`src/rtl/ptw_pkg.sv`:
```
package ptw_pkg;

   localparam int NLVL     = 5;
   localparam int PG_SHIFT = 12;
   localparam int VA_MIN   = 49;

   typedef enum logic [1:0] {
      ST_IDLE = 2'd0,
      ST_REQ  = 2'd1,
      ST_WAIT = 2'd2
   } walk_state_e;

   // least significant virtual-address bit of each level's index
   function automatic int idx_lsb(input int l);
      case (l)
         0:       return 47;
         1:       return 38;
         2:       return 29;
         3:       return 21;
         default: return 12;
      endcase
   endfunction

   function automatic int idx_bits(input int l);
      case (l)
         0:       return 2;
         3:       return 8;
         default: return 9;
      endcase
   endfunction

   // log2 of the entry stride in bytes
   function automatic int ent_shift(input int l);
      return (l == 3) ? 4 : 3;
   endfunction

   // byte offset of the meaningful word inside an entry
   function automatic int ent_off(input int l);
      return (l == 3) ? 8 : 0;
   endfunction

endpackage

```
`src/rtl/ptw_entry_addr.sv`:
```
module ptw_entry_addr
   import ptw_pkg::*;
#(
   parameter int VA_W  = 49,
   parameter int PA_W  = 36,
   parameter int LVL_W = 3
) (
   input  logic [PA_W-1:0]  tbl_base,
   input  logic [VA_W-1:0]  va,
   input  logic [LVL_W-1:0] lvl,
   output logic [PA_W-1:0]  ent_addr
);

   if (VA_W < VA_MIN) begin : g_bad_va
      $error("ptw_entry_addr: VA_W too narrow for the level layout");
   end
   if ((1 << LVL_W) < NLVL) begin : g_bad_lvl
      $error("ptw_entry_addr: LVL_W cannot count all levels");
   end

   logic [PA_W-1:0] cand [NLVL];
   logic            unused_va;

   assign unused_va = ^va;

   for (genvar g = 0; g < NLVL; g++) begin : g_lvl
      localparam int LSB  = idx_lsb(g);
      localparam int BITS = idx_bits(g);
      localparam int SH   = ent_shift(g);
      localparam int OFF  = ent_off(g);
      logic [BITS-1:0] idx;
      assign idx     = va[LSB+BITS-1:LSB];
      assign cand[g] = tbl_base + (PA_W'(idx) << SH) + PA_W'(OFF);
   end

   always_comb begin
      ent_addr = '0;
      for (int i = 0; i < NLVL; i++) begin
         if (lvl == LVL_W'(i)) ent_addr = cand[i];
      end
   end

endmodule

```
`src/rtl/ptw_entry_decode.sv`:
```
module ptw_entry_decode #(
   parameter int ENTRY_W  = 32,
   parameter int AFIELD_W = 24
) (
   input  logic [ENTRY_W-1:0]  raw,
   output logic                ent_valid,
   output logic                ent_leaf,
   output logic [AFIELD_W-1:0] ent_addr
);

   localparam int LOW_W = ENTRY_W - AFIELD_W;

   if (LOW_W < 3) begin : g_bad_layout
      $error("ptw_entry_decode: address field overlaps flag bits");
   end

   logic unused_flags;

   assign unused_flags = ^raw[LOW_W-1:3];
   assign ent_leaf     = raw[0];
   assign ent_valid    = |raw[2:1];
   assign ent_addr     = raw[ENTRY_W-1 -: AFIELD_W];

endmodule

```
`src/rtl/gpu_ptw.sv`:
```
module gpu_ptw
   import ptw_pkg::*;
#(
   parameter int VA_W     = 49,
   parameter int ENTRY_W  = 32,
   parameter int AFIELD_W = 24,
   parameter int PA_W     = AFIELD_W + PG_SHIFT
) (
   input  logic                clk,
   input  logic                rst_n,
   input  logic                start,
   input  logic [PA_W-1:0]     root_base,
   input  logic [VA_W-1:0]     vaddr,
   output logic                busy,
   output logic                mem_req_valid,
   output logic [PA_W-1:0]     mem_req_addr,
   input  logic                mem_rsp_valid,
   input  logic [ENTRY_W-1:0]  mem_rsp_data,
   output logic                done,
   output logic                fault,
   output logic [PA_W-1:0]     paddr
);

   localparam int LVL_W = $clog2(NLVL);

   if (PA_W != AFIELD_W + PG_SHIFT) begin : g_bad_pa
      $error("gpu_ptw: PA_W must equal AFIELD_W plus the page shift");
   end

   walk_state_e         st_q;
   logic [LVL_W-1:0]    lvl_q;
   logic [PA_W-1:0]     base_q;
   logic [VA_W-1:0]     va_q;
   logic                done_q, fault_q;
   logic [PA_W-1:0]     paddr_q;
   logic                dec_valid, dec_leaf;
   logic [AFIELD_W-1:0] dec_addr;
   logic                at_last;

   ptw_entry_addr #(
      .VA_W (VA_W),
      .PA_W (PA_W),
      .LVL_W(LVL_W)
   ) u_addr (
      .tbl_base(base_q),
      .va      (va_q),
      .lvl     (lvl_q),
      .ent_addr(mem_req_addr)
   );

   ptw_entry_decode #(
      .ENTRY_W (ENTRY_W),
      .AFIELD_W(AFIELD_W)
   ) u_dec (
      .raw      (mem_rsp_data),
      .ent_valid(dec_valid),
      .ent_leaf (dec_leaf),
      .ent_addr (dec_addr)
   );

   assign at_last       = (lvl_q == LVL_W'(NLVL - 1));
   assign busy          = (st_q != ST_IDLE);
   assign mem_req_valid = (st_q == ST_REQ);
   assign done          = done_q;
   assign fault         = fault_q;
   assign paddr         = paddr_q;

   always_ff @(posedge clk or negedge rst_n) begin
      if (!rst_n) begin
         st_q    <= ST_IDLE;
         lvl_q   <= '0;
         base_q  <= '0;
         va_q    <= '0;
         done_q  <= 1'b0;
         fault_q <= 1'b0;
         paddr_q <= '0;
      end else begin
         done_q  <= 1'b0;
         fault_q <= 1'b0;
         case (st_q)
            ST_IDLE: begin
               if (start) begin
                  va_q   <= vaddr;
                  base_q <= root_base;
                  lvl_q  <= '0;
                  st_q   <= ST_REQ;
               end
            end
            ST_REQ: st_q <= ST_WAIT;
            ST_WAIT: begin
               if (mem_rsp_valid) begin
                  if (!dec_valid || (!dec_leaf && at_last)) begin
                     done_q  <= 1'b1;
                     fault_q <= 1'b1;
                     paddr_q <= '0;
                     st_q    <= ST_IDLE;
                  end else if (dec_leaf) begin
                     done_q  <= 1'b1;
                     paddr_q <= {dec_addr, va_q[PG_SHIFT-1:0]};
                     st_q    <= ST_IDLE;
                  end else begin
                     base_q <= {dec_addr, {PG_SHIFT{1'b0}}};
                     lvl_q  <= lvl_q + 1'b1;
                     st_q   <= ST_REQ;
                  end
               end
            end
            default: st_q <= ST_IDLE;
         endcase
      end
   end

   // requests are single-cycle pulses
   a_r8_req_single: assert property (@(posedge clk) disable iff (!rst_n)
      mem_req_valid |=> !mem_req_valid);

   // a walk only begins on a start request
   a_r8_start_to_busy: assert property (@(posedge clk) disable iff (!rst_n)
      $rose(busy) |-> $past(start));

   // completion is a one-cycle pulse
   a_r9_done_pulse: assert property (@(posedge clk) disable iff (!rst_n)
      done |=> !done);

   // fault is only reported alongside done
   a_r9_fault_with_done: assert property (@(posedge clk) disable iff (!rst_n)
      fault |-> done);

   // the walk never descends past the last level
   a_r7_level_range: assert property (@(posedge clk) disable iff (!rst_n)
      busy |-> (lvl_q < LVL_W'(NLVL)));

endmodule

```
`config.mk`:
```
export PLATFORM = sky130hd
export DESIGN_NAME = gpu_ptw
export DESIGN_NICKNAME = d
export VERILOG_FILES = /design/src/rtl/ptw_pkg.sv /design/src/rtl/ptw_entry_addr.sv /design/src/rtl/ptw_entry_decode.sv /design/src/rtl/gpu_ptw.sv
export SDC_FILE = /design/constraint.sdc
export NUM_CORES = 1
export LEC_CHECK = 0
export ABC_AREA = 1
export BUFFER_PORTS_ARGS = -buffer_cell sky130_fd_sc_hd__buf_4
export CORE_ASPECT_RATIO = 0.9
export CORE_UTILIZATION = 50
export CTS_BUF_LIST = sky130_fd_sc_hd__clkbuf_16
export CTS_CLUSTER_SIZE = 14
export DETAILED_ROUTE_END_ITERATION = 16
export PLACE_DENSITY = 0.77
export SYNTH_ARGS = -nofsm -noshare
export SYNTH_HDL_FRONTEND = slang
export SYNTH_SLANG_ARGS = --single-unit
```
`constraint.sdc`:
```
create_clock -name clk -period 4.4 [get_ports clk]
set_input_delay 0.44 -clock clk [delete_from_list [all_inputs] [get_ports clk]]
set_output_delay 0.44 -clock clk [all_outputs]
set_load 0.01 [all_outputs]
```
# Word-level counts from Yosys, hierarchy flattened

Cells that the tools add are included.

Flip-flop bits (word level): 128
Input port bits: 121
Word-level logic and storage cells: 67

Add/subtract/negate cells: 7
Equal/unequal tests: 10
Multiplexer cells: 29
Reductions and logical operators: 14

Operators with widths:

| cell                                                             | number |
|---|---|
| 36-bit two-way mux                                               | 11 |
| 36-bit by 12-bit adder with 36-bit output                        | 4 |
| 36-bit case mux with 2 select lines                              | 1 |
| 36-bit by 4-bit adder with 36-bit output (second input constant) | 1 |
| 36-bit by 5-bit adder with 36-bit output                         | 1 |
| 3-bit two-way mux                                                | 4 |
| 1-bit two-way mux                                                | 9 |
| 2-bit inequality test (second input constant)                    | 4 |
| 3-bit by 2-bit == test with 1-bit output (second input constant) | 2 |
| 2-bit case mux with 3 select lines                               | 1 |
| 3-bit case mux with 2 select lines                               | 1 |
| 2-bit nonzero test                                               | 3 |
| 5-bit AND reduction                                              | 1 |
| 2-bit two-way mux                                                | 2 |
| 2-bit AND reduction                                              | 2 |
| 3-bit by 1-bit adder with 3-bit output (second input constant)   | 1 |
| 3-bit by 1-bit == test with 1-bit output (second input constant) | 1 |
| 3-bit == test (second input constant)                            | 1 |
| 3-bit logical NOT                                                | 1 |
| 3-bit AND reduction                                              | 1 |
| 2-bit by 1-bit == test with 1-bit output (second input constant) | 1 |
| 2-bit == test (second input constant)                            | 1 |
| 1-bit logical NOT                                                | 2 |
| 2-bit logical NOT                                                | 1 |
| other kinds (3)                                                  | 3 |

# Longest topological paths before layout

Gate-level depths: netlist of the first run.

Word-level depth: 6
Mapped depth: 17
Gate-level depth less buffers: 17

# By module

A second synthesis of the first run with hierarchy kept.

Cell total of the unflattened synthesis: 1,880
Area, all modules: 11,468.5 µm²

By module, submodules not included:

| module           | instances | cells an instance | area an instance (µm²) |
|---|---|---|---|
| ptw_entry_addr   | 1         | 1,205             | 5,849.4 |
| gpu_ptw          | 1         | 647               | 5,420.2 |
| ptw_entry_decode | 1         | 28                | 198.9 |

# Least setup slack after synthesis of the first run

OpenSTA, ideal clock, no wires.

Path kind: reg-to-output
Start: reg base_q[4]
End: out mem_req_addr[21]
Arrival time: 2.276 ns
Path slack: 1.684 ns
Cell stages (with the launch flop): 14
Cells stage by stage: dfrtp_1 -> inv_1 -> fa_1 -> o21ai_0 -> nand2_1 -> nand2_1 -> nand2_1 -> nand2_1 -> nand2_1 -> a21oi_1 -> o21ai_0 -> nand2_1 -> nand2_1 -> nand2_1

Cells in the longest elaborated chain, start to end: 6
Elaborated cells on any way between the ends: 11
Those cells by class: add/sub (6); mux (5)

RTL lines:

| what                                                                                              | line                 | RTL |
|---|---|---|
| start, declared                                                                                   | gpu_ptw.sv:32        | `logic [PA_W-1:0] base_q;` |
| start signal, assigned                                                                            | gpu_ptw.sv:84        | `base_q <= root_base;` |
| start signal, assigned                                                                            | gpu_ptw.sv:102       | `base_q <= {dec_addr, {PG_SHIFT{1'b0}}};` |
| parallel branches: the longest is 5 deep, another holds 36-bit by 12-bit adder with 36-bit output | -                    |  |
| 36-bit two-way mux (*)                                                                            | ptw_entry_addr.sv:39 | `if (lvl == LVL_W'(i)) ent_addr = cand[i];` |
| end, declared                                                                                     | gpu_ptw.sv:16        | `output logic [PA_W-1:0] mem_req_addr,` |

Mark *: on every way between the ends.

# Final worst setup path of the first run

Start: reg base_q[4]
End: out mem_req_addr[33]

The elaborated chain is that of the path after synthesis.

==> results.tsv, run 1 <==
metric	value	unit
outcome	complete, no violations	
cts.sinks	128	
intPower	0.00526	W
critPathMaxFanout	10	
grt_max_degree	76	
routed-via-count	12287	
finalCritPeriodShare	94.1	%
initial_core_util	51.6	%
pin_count	197	
ir_worst_vdd	403	µV
yosysMostFrequentCell	nand2_1	
yosys.area.top_type_share	28.3	%
path_clk_slew	0.07	ns
p_sw	0.00600	W
synth_common_cells	546 x nand2_1, 195 x nand3_1, 152 x inv_1	
cts_buffer_depth	2	
wirelength	38300	µm
die_area	23200	µm²
finalSetupTns	0	ns
p_clk_share	12.5	%
hold_class	primary input to asynchronous set/reset pin	
wire_per_inst	17.7	µm
r2r_cells	11	
antenna_found_initial	0	
power_frac_comb	64.9	%
power_density	842	nW/µm²
crit_required	3.96	ns
final.min_clock_period	4.14	ns
rows	51	
seqPwrFrac	22.7	%
synthesis.area	11300	µm²
port_buffers	191	
swShare	53.3	%
async_reset_ff_share	100	%
synthCells	1715	
syn_area_per_cell	6.59	µm²
ys_warn_count	0	
max_freq	242	MHz
ys_seq_area_share	28.3	%
root_buffer	clkbuf_16	
max_slew.worst_pin.slew	1.08	ns
worstReg2RegEnd	base_q[11]	
h-tree-depth	4	
synth_flop_cell	dfrtp_1	
dp_cells	2132	
fin_skew	0.0123	ns
drv_cap	0	
dp_hpwl	29000	µm
r2r_start	lvl_q[0]	
drt_iter0_markers	1339	
synth_edf_count	0	
cts_resized	0	
final_cells	2164	
holdWs	0.0375	ns
synth_seq_cells	128	
synth_largest_area_cell	dfrtp_1	
relSlewSlack	28.2	%
cts_tree	built	
cts_setup_buffers	0	
cts_hold_buffers	0	
postRouteAntennaNets	0	
hold_viol	0	
worst_setup_path_start_kind	register	
cp.arrival	3.70	ns
vias_per_cell	5.68	
diodes	0	
area_delta_synth_final	18.4	%
leakagePower	6.83	nW
grt_pass1_vias	11732	
clock_latency	0.43	ns
cts_inserted_buffers	17	
dr.pass1.iters	7	
crit_type	register to output port	
grt_pass1_wl	61300	µm
syn_nets	1883	
gr-total-overflow	0	
core	21900	µm²
fp.dieH	145	µm
nNetsFinal	2028	
track_usage	33.9	%
power	0.0113	W
gp_congestion	1.01	
die_w	160	µm
yosysUniqueCellTypes	56	
rsz0062_at_grt	false	
ys_top_cells_by_area	dfrtp_1 28%, nand2_1 18%, nand3_1 8.6%, inv_1 5.0%, a21oi_1 4.7%	
drc	0	
end_kind	output port	
drive_gt1_share	18.7	%
startpoint	base_q[4]	
r2r_slack	1.50	ns
setup_viol	0	
drv_slew	0	
==> cell families (layout without fill, tap and decap cells) <==
logic type | count (synthesis) | count (layout) | share of synthesized area (%)
xor gates and xnor gates | 29 | 29 | 2.25
AOI/OAI and AO/OA | 288 | 288 | 14.0
buffers and inverters | 245 | 403 | 9.24
and+or+nand+nor | 939 | 939 | 36.8
adders and majority gates | 47 | 47 | 5.54
DFF | 128 | 128 | 28.3
muxes | 39 | 39 | 3.89
==> worst max-delay path, cell delays in order, from the launching register on <==
cell and delay (ns):
dfrtp_1 0.70, inv_1 0.16, fa_1 0.49, o21ai_0 0.65, nand3_1 0.14, nand2_1 0.33
nand2_1 0.20, inv_2 0.12, nand2_1 0.05, nand2_1 0.06, nand3_1 0.07, nand2_1 0.07
nand2_1 0.05, nand2_1 0.06, buf_4 0.11
==> per-stage QoR <==
step | cell area, µm² | util [%] | setup slack [ns]
6_report | 13400 | 61.1 | 0.260
3_5_place_dp | 12800 | 58.5 | 0.849
2_1_floorplan | 11300 | - | 1.68
4_1_cts | 13400 | 61.1 | 0.351
5_1_grt | 13400 | 61.1 | 0.109
3_3_place_gp | 12800 | 58.5 | 0.978
==> layer usage <==
layer / up-vias / wire length, µm / global-route usage [%] / part of all wire [%]
met5: - / 0 / 0 / 0
met4: 0 / 1060 / 13.0 / 2.8
met3: 94 / 4340 / 8.43 / 11
met2: 639 / 17200 / 53.7 / 45
met1: 5625 / 15700 / 44.7 / 41
li1: 5929 / - / - / -
==> cell usage in the layout (no fill, tap or decap), drive strengths merged, types with 3 or more instances in the layout <==
master  synthesis  layout
mux2           39      39
o211ai          4       4
o22ai           3       3
buf            50     206
fa              5       5
nor2          139     139
xnor2           6       6
clkinv          2       5
nand4          12      12
o311ai          3       3
nor3b           3       3
a21oi         109     109
a21boi          3       3
o31ai           9       9
or2             7       7
o21ai         121     121
a31oi          28      28
nand2         562     562
xor2           23      23
nor3           15      15
dfrtp         128     128
clkbuf         30      17
inv           163     174
ha             42      42
nand3         196     196
==> layout make-up <==
| class | count | area (µm²) |
|---|---|---|
| Clock buffer | 17 | 425 |
| Clock inverter | 15 | 155 |
| Fill cell | 2042 | 8510 |
| Inverter | 165 | 623 |
| Multi-Input combinational cell | 1342 | 7060 |
| Sequential cell | 128 | 3200 |
| Tap cell | 291 | 364 |
| Timing Repair Buffer | 206 | 1550 |
==> state kept, by name (all words and copies together) (netlist names) <==
name / flops
paddr: 36
base_q: 36
va_q: 49
fault: 1
lvl_q: 3
done: 1
st_q: 2
==> how the worst max path moves through the flow <==
stage	to	slack, ns
final	mem_req_addr[33]	0.26
after CTS	mem_req_addr[33]	0.35
after floorplan	mem_req_addr[21]	1.68
after global placement	mem_req_addr[33]	0.98
after detailed placement	mem_req_addr[33]	0.85
after global routing	mem_req_addr[25]	0.11
==> power groups by stage <==
stage | Combinational [W] | Sequential (W) | Clock, W
after floorplan | 0.00515 | 0.00208 | 0
after global placement | 0.00700 | 0.00250 | 0
final | 0.00731 | 0.00255 | 0.00140
after global routing | 0.00811 | 0.00261 | 0.00147
after CTS | 0.00721 | 0.00251 | 0.00142
after detailed placement | 0.00715 | 0.00252 | 0
No activity file was read; power rests on OpenSTA's default activity.
==> run 2: changes to the inputs <==
Settings changed: RECOVER_POWER from default to 100.
Clock period 4.4 ns to 4.8 ns, I/O delays scaled along.
==> results.tsv, run 2 (synthesis gave the netlist of run 1 again) <==
metric	value	unit	change
outcome	finished with violations		
violations	capacitance limit, slew limit		
wire_per_inst	17.4	µm	-1.7%
worst_setup_path_start_kind	register		
root_buffer	clkbuf_16		
antenna_found_initial	0		unchanged
crit_required	4.32	ns	+0.36 ns
area_delta_synth_final	16.0	%	
holdWs	0.249	ns	+0.212 ns
drive_gt1_share	14.4	%	-4.3 points
vias_per_cell	5.68		+0.11%
postRouteAntennaNets	0		unchanged
p_sw	0.00547	W	-8.9%
ir_worst_vdd	385	µV	-4.4%
dr.pass1.iters	7		unchanged
finalCritPeriodShare	91.0	%	
place_area	12800	µm²	-0.18%
max_freq	229	MHz	
leakagePower	6.56	nW	-4.0%
cts_tree	built		
grt_pass1_wl	59600	µm	-2.7%
rows	51		unchanged
setup_ws	0.432	ns	+0.172 ns
end_kind	output port		
wirelength	37600	µm	-1.8%
pin_count	197		unchanged
final_area	13100	µm²	-2.1%
final_common_cell	nand2_1		
path_clk_slew	0.07	ns	about the same
seq_area	3200	µm²	unchanged
cts_inserted_buffers	17		unchanged
h-tree-depth	4		unchanged
initial_core_util	51.6	%	unchanged
drc	0		unchanged
die_area	23200	µm²	unchanged
cts_setup_buffers	0		unchanged
final.min_clock_period	4.37	ns	
cts_buffer_depth	2		unchanged
intPower	0.00454	W	-14%
power_frac_comb	63.2	%	-1.7 points
drv_cap	2		+2
n_fill_cell	2087		+2.2%
final_cell_mix	545 x nand2_1, 195 x nand3_1, 154 x inv_1		
grt_pass1_vias	11468		-2.3%
swShare	54.7	%	+1.4 points
hold_class	primary input to register		
fp.dieH	145	µm	unchanged
dp_slack	1.26	ns	+0.409 ns
rsz0062_at_grt	false		
drt_iter0_markers	1308		-2.3%
core	21900	µm²	unchanged
die_w	160	µm	unchanged
cp.arrival	3.89	ns	+0.19 ns
fin_skew	0.0126	ns	+0.000253 ns
cts.sinks	128		unchanged
largest_reg_flops	49		unchanged
setup_viol	0		unchanged
hold_viol	0		unchanged
gp_congestion	1.00		-1.1%
nNetsFinal	2026		-0.099%
finalSetupTns	0	ns	unchanged
clock_latency	0.43	ns	about the same
p_clk_share	13.5	%	+1.0 points
port_buffers	191		unchanged
dp_hpwl	28200	µm	-2.7%
relSlewSlack	-95.4	%	-120 points
gr-total-overflow	0		unchanged
routed-via-count	12289		+0.016%
power_density	763	nW/µm²	-9.3%
critPathMaxFanout	24		+14
grt_max_degree	76		unchanged
cts_hold_buffers	1		+1
multi_input_area	7050	µm²	-0.16%
diodes	0		unchanged
top_register	va_q		
track_usage	33.0	%	-0.95 points
crit_type	register to output port		
cts_resized	0		unchanged
drv_slew	98		+98
finish.utilization	59.9	%	-1.3 points
seqPwrFrac	23.3	%	+0.6 points
max_slew.worst_pin.slew	2.93	ns	+1.86 ns
-- run 2: worst max-delay path: stages, from the launching register on --
cell      delay (ns)
dfrtp_1         0.42
inv_1           0.09
ha_1            0.24
nand2_1         0.80
clkbuf_1        1.00
o311ai_0        0.41
o21ai_0         0.31
clkbuf_1        0.18
-- run 2: worst paths after layout --
path / endpoint / cells past startpoint / slack [ns] / from
max: mem_req_addr[3] / 7 / 0.43 / lvl_q[0]
min: st_q[1] / 2 / 0.25 / mem_rsp_valid
max reg2reg: paddr[16] / 9 / 0.62 / lvl_q[0]
min reg2reg: paddr[27] / 2 / 0.49 / paddr[27]
max in group asynchronous: va_q[28] / 3 / 1.43 / rst_n
min in group asynchronous: va_q[1] / 2 / 1.16 / rst_n
-- run 2: layout make-up --
class	count	area share, %
timing repair buffer	204	9.56
sequential	128	24.4
tap	291	2.78
multi-input combinational	1342	53.8
clock inverter	15	1.41
inverter	165	4.76
clock buffer	17	3.25
-- run 2: routing by layer --
| metal | wire length, µm | GRT usage [%] | vias to the layer above |
|---|---|---|---|
| met5 | 0 | 0 | - |
| met4 | 993 | 11.6 | 0 |
| met3 | 4180 | 8.37 | 80 |
| met2 | 16800 | 52.7 | 650 |
| met1 | 15700 | 43.2 | 5634 |
| li1 | - | - | 5925 |
-- run 2: metrics by stage --
step,total power [W],instances
after floorplan,0.00663,1715
after global placement,0.00869,2129
after detailed placement,0.00884,2129
after CTS,0.0102,2162
after global routing,0.0108,2162
final,0.0100,2162
-- run 2: power by group through the flow --
stage	Clock [W]	Combinational, W	Sequential (W)
3_3_place_gp	0	0.00639	0.00230
4_1_cts	0.00136	0.00658	0.00230
3_5_place_dp	0	0.00652	0.00231
6_report	0.00135	0.00632	0.00233
2_1_floorplan	0	0.00472	0.00191
5_1_grt	0.00141	0.00701	0.00238
==> run 3: changes to the inputs <==
Settings changed: CORE_MARGIN from default to 1, CORE_UTILIZATION 50 to 25, PLACE_DENSITY 0.77 to 0.47.
Clock period 4.8 ns to 5.7 ns, I/O delays scaled along.
==> results.tsv, run 3 (synthesis gave the netlist of run 1 again) <==
metric	value	unit	change
setup_viol	0		unchanged
cts_resized	0		unchanged
vias_per_cell	4.85		-15%
worstHoldEndpoint	st_q[1]		
rsz0062_at_grt	false		
initial_core_util	25.5	%	-26 points
r2r_cells	11		+2
hold_class	primary input to register		
critPathMaxFanout	37		+54%
clock_latency	0.43	ns	about the same
crit_required	5.13	ns	+0.81 ns
finalSetupTns	0	ns	unchanged
cts.sinks	128		unchanged
slowest_stage	inv_1		
drive_gt1_share	14.5	%	+0.15 points
place_area	13200	µm²	+3.2%
wirelength	43300	µm	+15%
crit_cells	10		+3
root_buffer	clkbuf_16		
startpoint	lvl_q[0]		
max_freq	210	MHz	
r2r_start	lvl_q[0]		
crit_top_cell	nand2_1		
diodes	0		unchanged
gp_congestion	0.910		-9.2%
leakagePower	6.54	nW	-0.26%
nNetsFinal	2027		+0.049%
power_density	632	nW/µm²	-17%
postRouteAntennaNets	0		unchanged
grt_max_degree	78		+2.6%
finalCritPeriodShare	83.6	%	
grt_pass1_wl	66300	µm	+11%
drt_iter0_markers	942		-28%
drv_slew	179		+83%
pin_count	197		unchanged
path_cells	ha_1 > ha_1 > clkbuf_2 > inv_1 > clkbuf_1 > o211ai_1 > nand2_1 > nand2_1 > nand2_1 > clkbuf_1		
r2r_slack	1.36	ns	+0.74 ns
cts_buffer_depth	2		unchanged
cts_inserted_buffers	17		unchanged
dr.pass1.iters	5		-2
final.min_clock_period	4.77	ns	
cts_hold_buffers	0		-1
core	44400	µm²	+100%
ir_worst_vdd	235	µV	-39%
h-tree-depth	4		unchanged
rows	73		+43%
routed-via-count	11978		-2.5%
holdWs	0.347	ns	+0.0984 ns
n_fill_cell	5055		+140%
violations	capacitance limit, slew limit		
cp.arrival	4.20	ns	+0.31 ns
final_cell_mix	544 x nand2_1, 195 x nand3_1, 157 x inv_1		
cts_tree	built		
wire_per_inst	17.5	µm	+0.61%
final_common_cell	nand2_1		
grt_pass1_vias	11337		-1.1%
end_kind	output port		
path_clk_slew	0.06	ns	about the same
crit_type	register to output port		
gr-total-overflow	0		unchanged
max_slew.worst_pin.slew	4.25	ns	+1.31 ns
track_usage	18.8	%	-14 points
cp_top_family	buffers and inverters		
final_area	13400	µm²	+2.5%
die_w	226	µm	+41%
drc	0		unchanged
hold_viol	0		unchanged
relSlewSlack	-183	%	-88 points
worstReg2RegEnd	lvl_q[0]		
path_buf_inv	4		+1
top_register	va_q		
hold_start	mem_rsp_valid		
fp.dieH	204	µm	+41%
fin_skew	0.0160	ns	+0.00341 ns
drv_cap	3		+1
dp_hpwl	33800	µm	+20%
hold_path_depth	2		unchanged
antenna_found_initial	0		unchanged
slowest_delay	0.95	ns	-0.05 ns
cts_setup_buffers	0		unchanged
port_buffers	191		unchanged
outcome	finished with violations		
worst_setup_path_start_kind	register		
power	0.00849	W	-15%
area_delta_synth_final	18.9	%	
die_area	46000	µm²	+98%
largest_reg_flops	49		unchanged
## run 3: cell count changes in the layout (fill, tap and decap cells not counted), moves of 2 or more
cell	before	now
buf_4	127	134
clkbuf_1	73	68
clkinv_8	2	0
clkinvlp_4	0	5
inv_1	154	157
inv_8	7	0
## run 3: final cells by class
cell class	instances	area, µm²	share of cell area [%]
tap	600	751	5.59
clock inverter	15	111	0.829
clock buffer	17	425	3.17
timing repair buffer	205	1280	9.50
inverter	165	623	4.64
sequential	128	3200	23.8
multi-input combinational	1342	7050	52.4
## run 3: metrics by stage
stage	instances	setup WS (ns)	util, %
floorplan	1715	2.85	-
global placement	2440	1.83	29.7
detailed placement	2440	1.82	29.7
CTS	2472	1.49	30.9
global route	2472	0.732	30.3
finish	2472	0.932	30.3
## run 3: where the power goes
group	leakage [nW]	total [W]	switching, W	internal, W
Sequential	1.54	0.00200	0.000670	0.00133
Clock	0.256	0.000999	0.000441	0.000558
Combinational	4.75	0.00549	0.00358	0.00191
## run 3: worst max-delay path by stage
stage,end,slack [ns]
2_1_floorplan,mem_req_addr[21],2.85
3_3_place_gp,lvl_q[0],1.83
3_5_place_dp,lvl_q[0],1.82
4_1_cts,mem_req_addr[25],1.49
5_1_grt,mem_req_addr[15],0.73
6_report,mem_req_addr[10],0.93
## run 3: routing by layer
layer  part of all wire, %  track usage, %
met3                   7.7            4.02
met1                    47            26.4
met4                   2.0            5.50
met5                     0               0
met2                    43            28.7
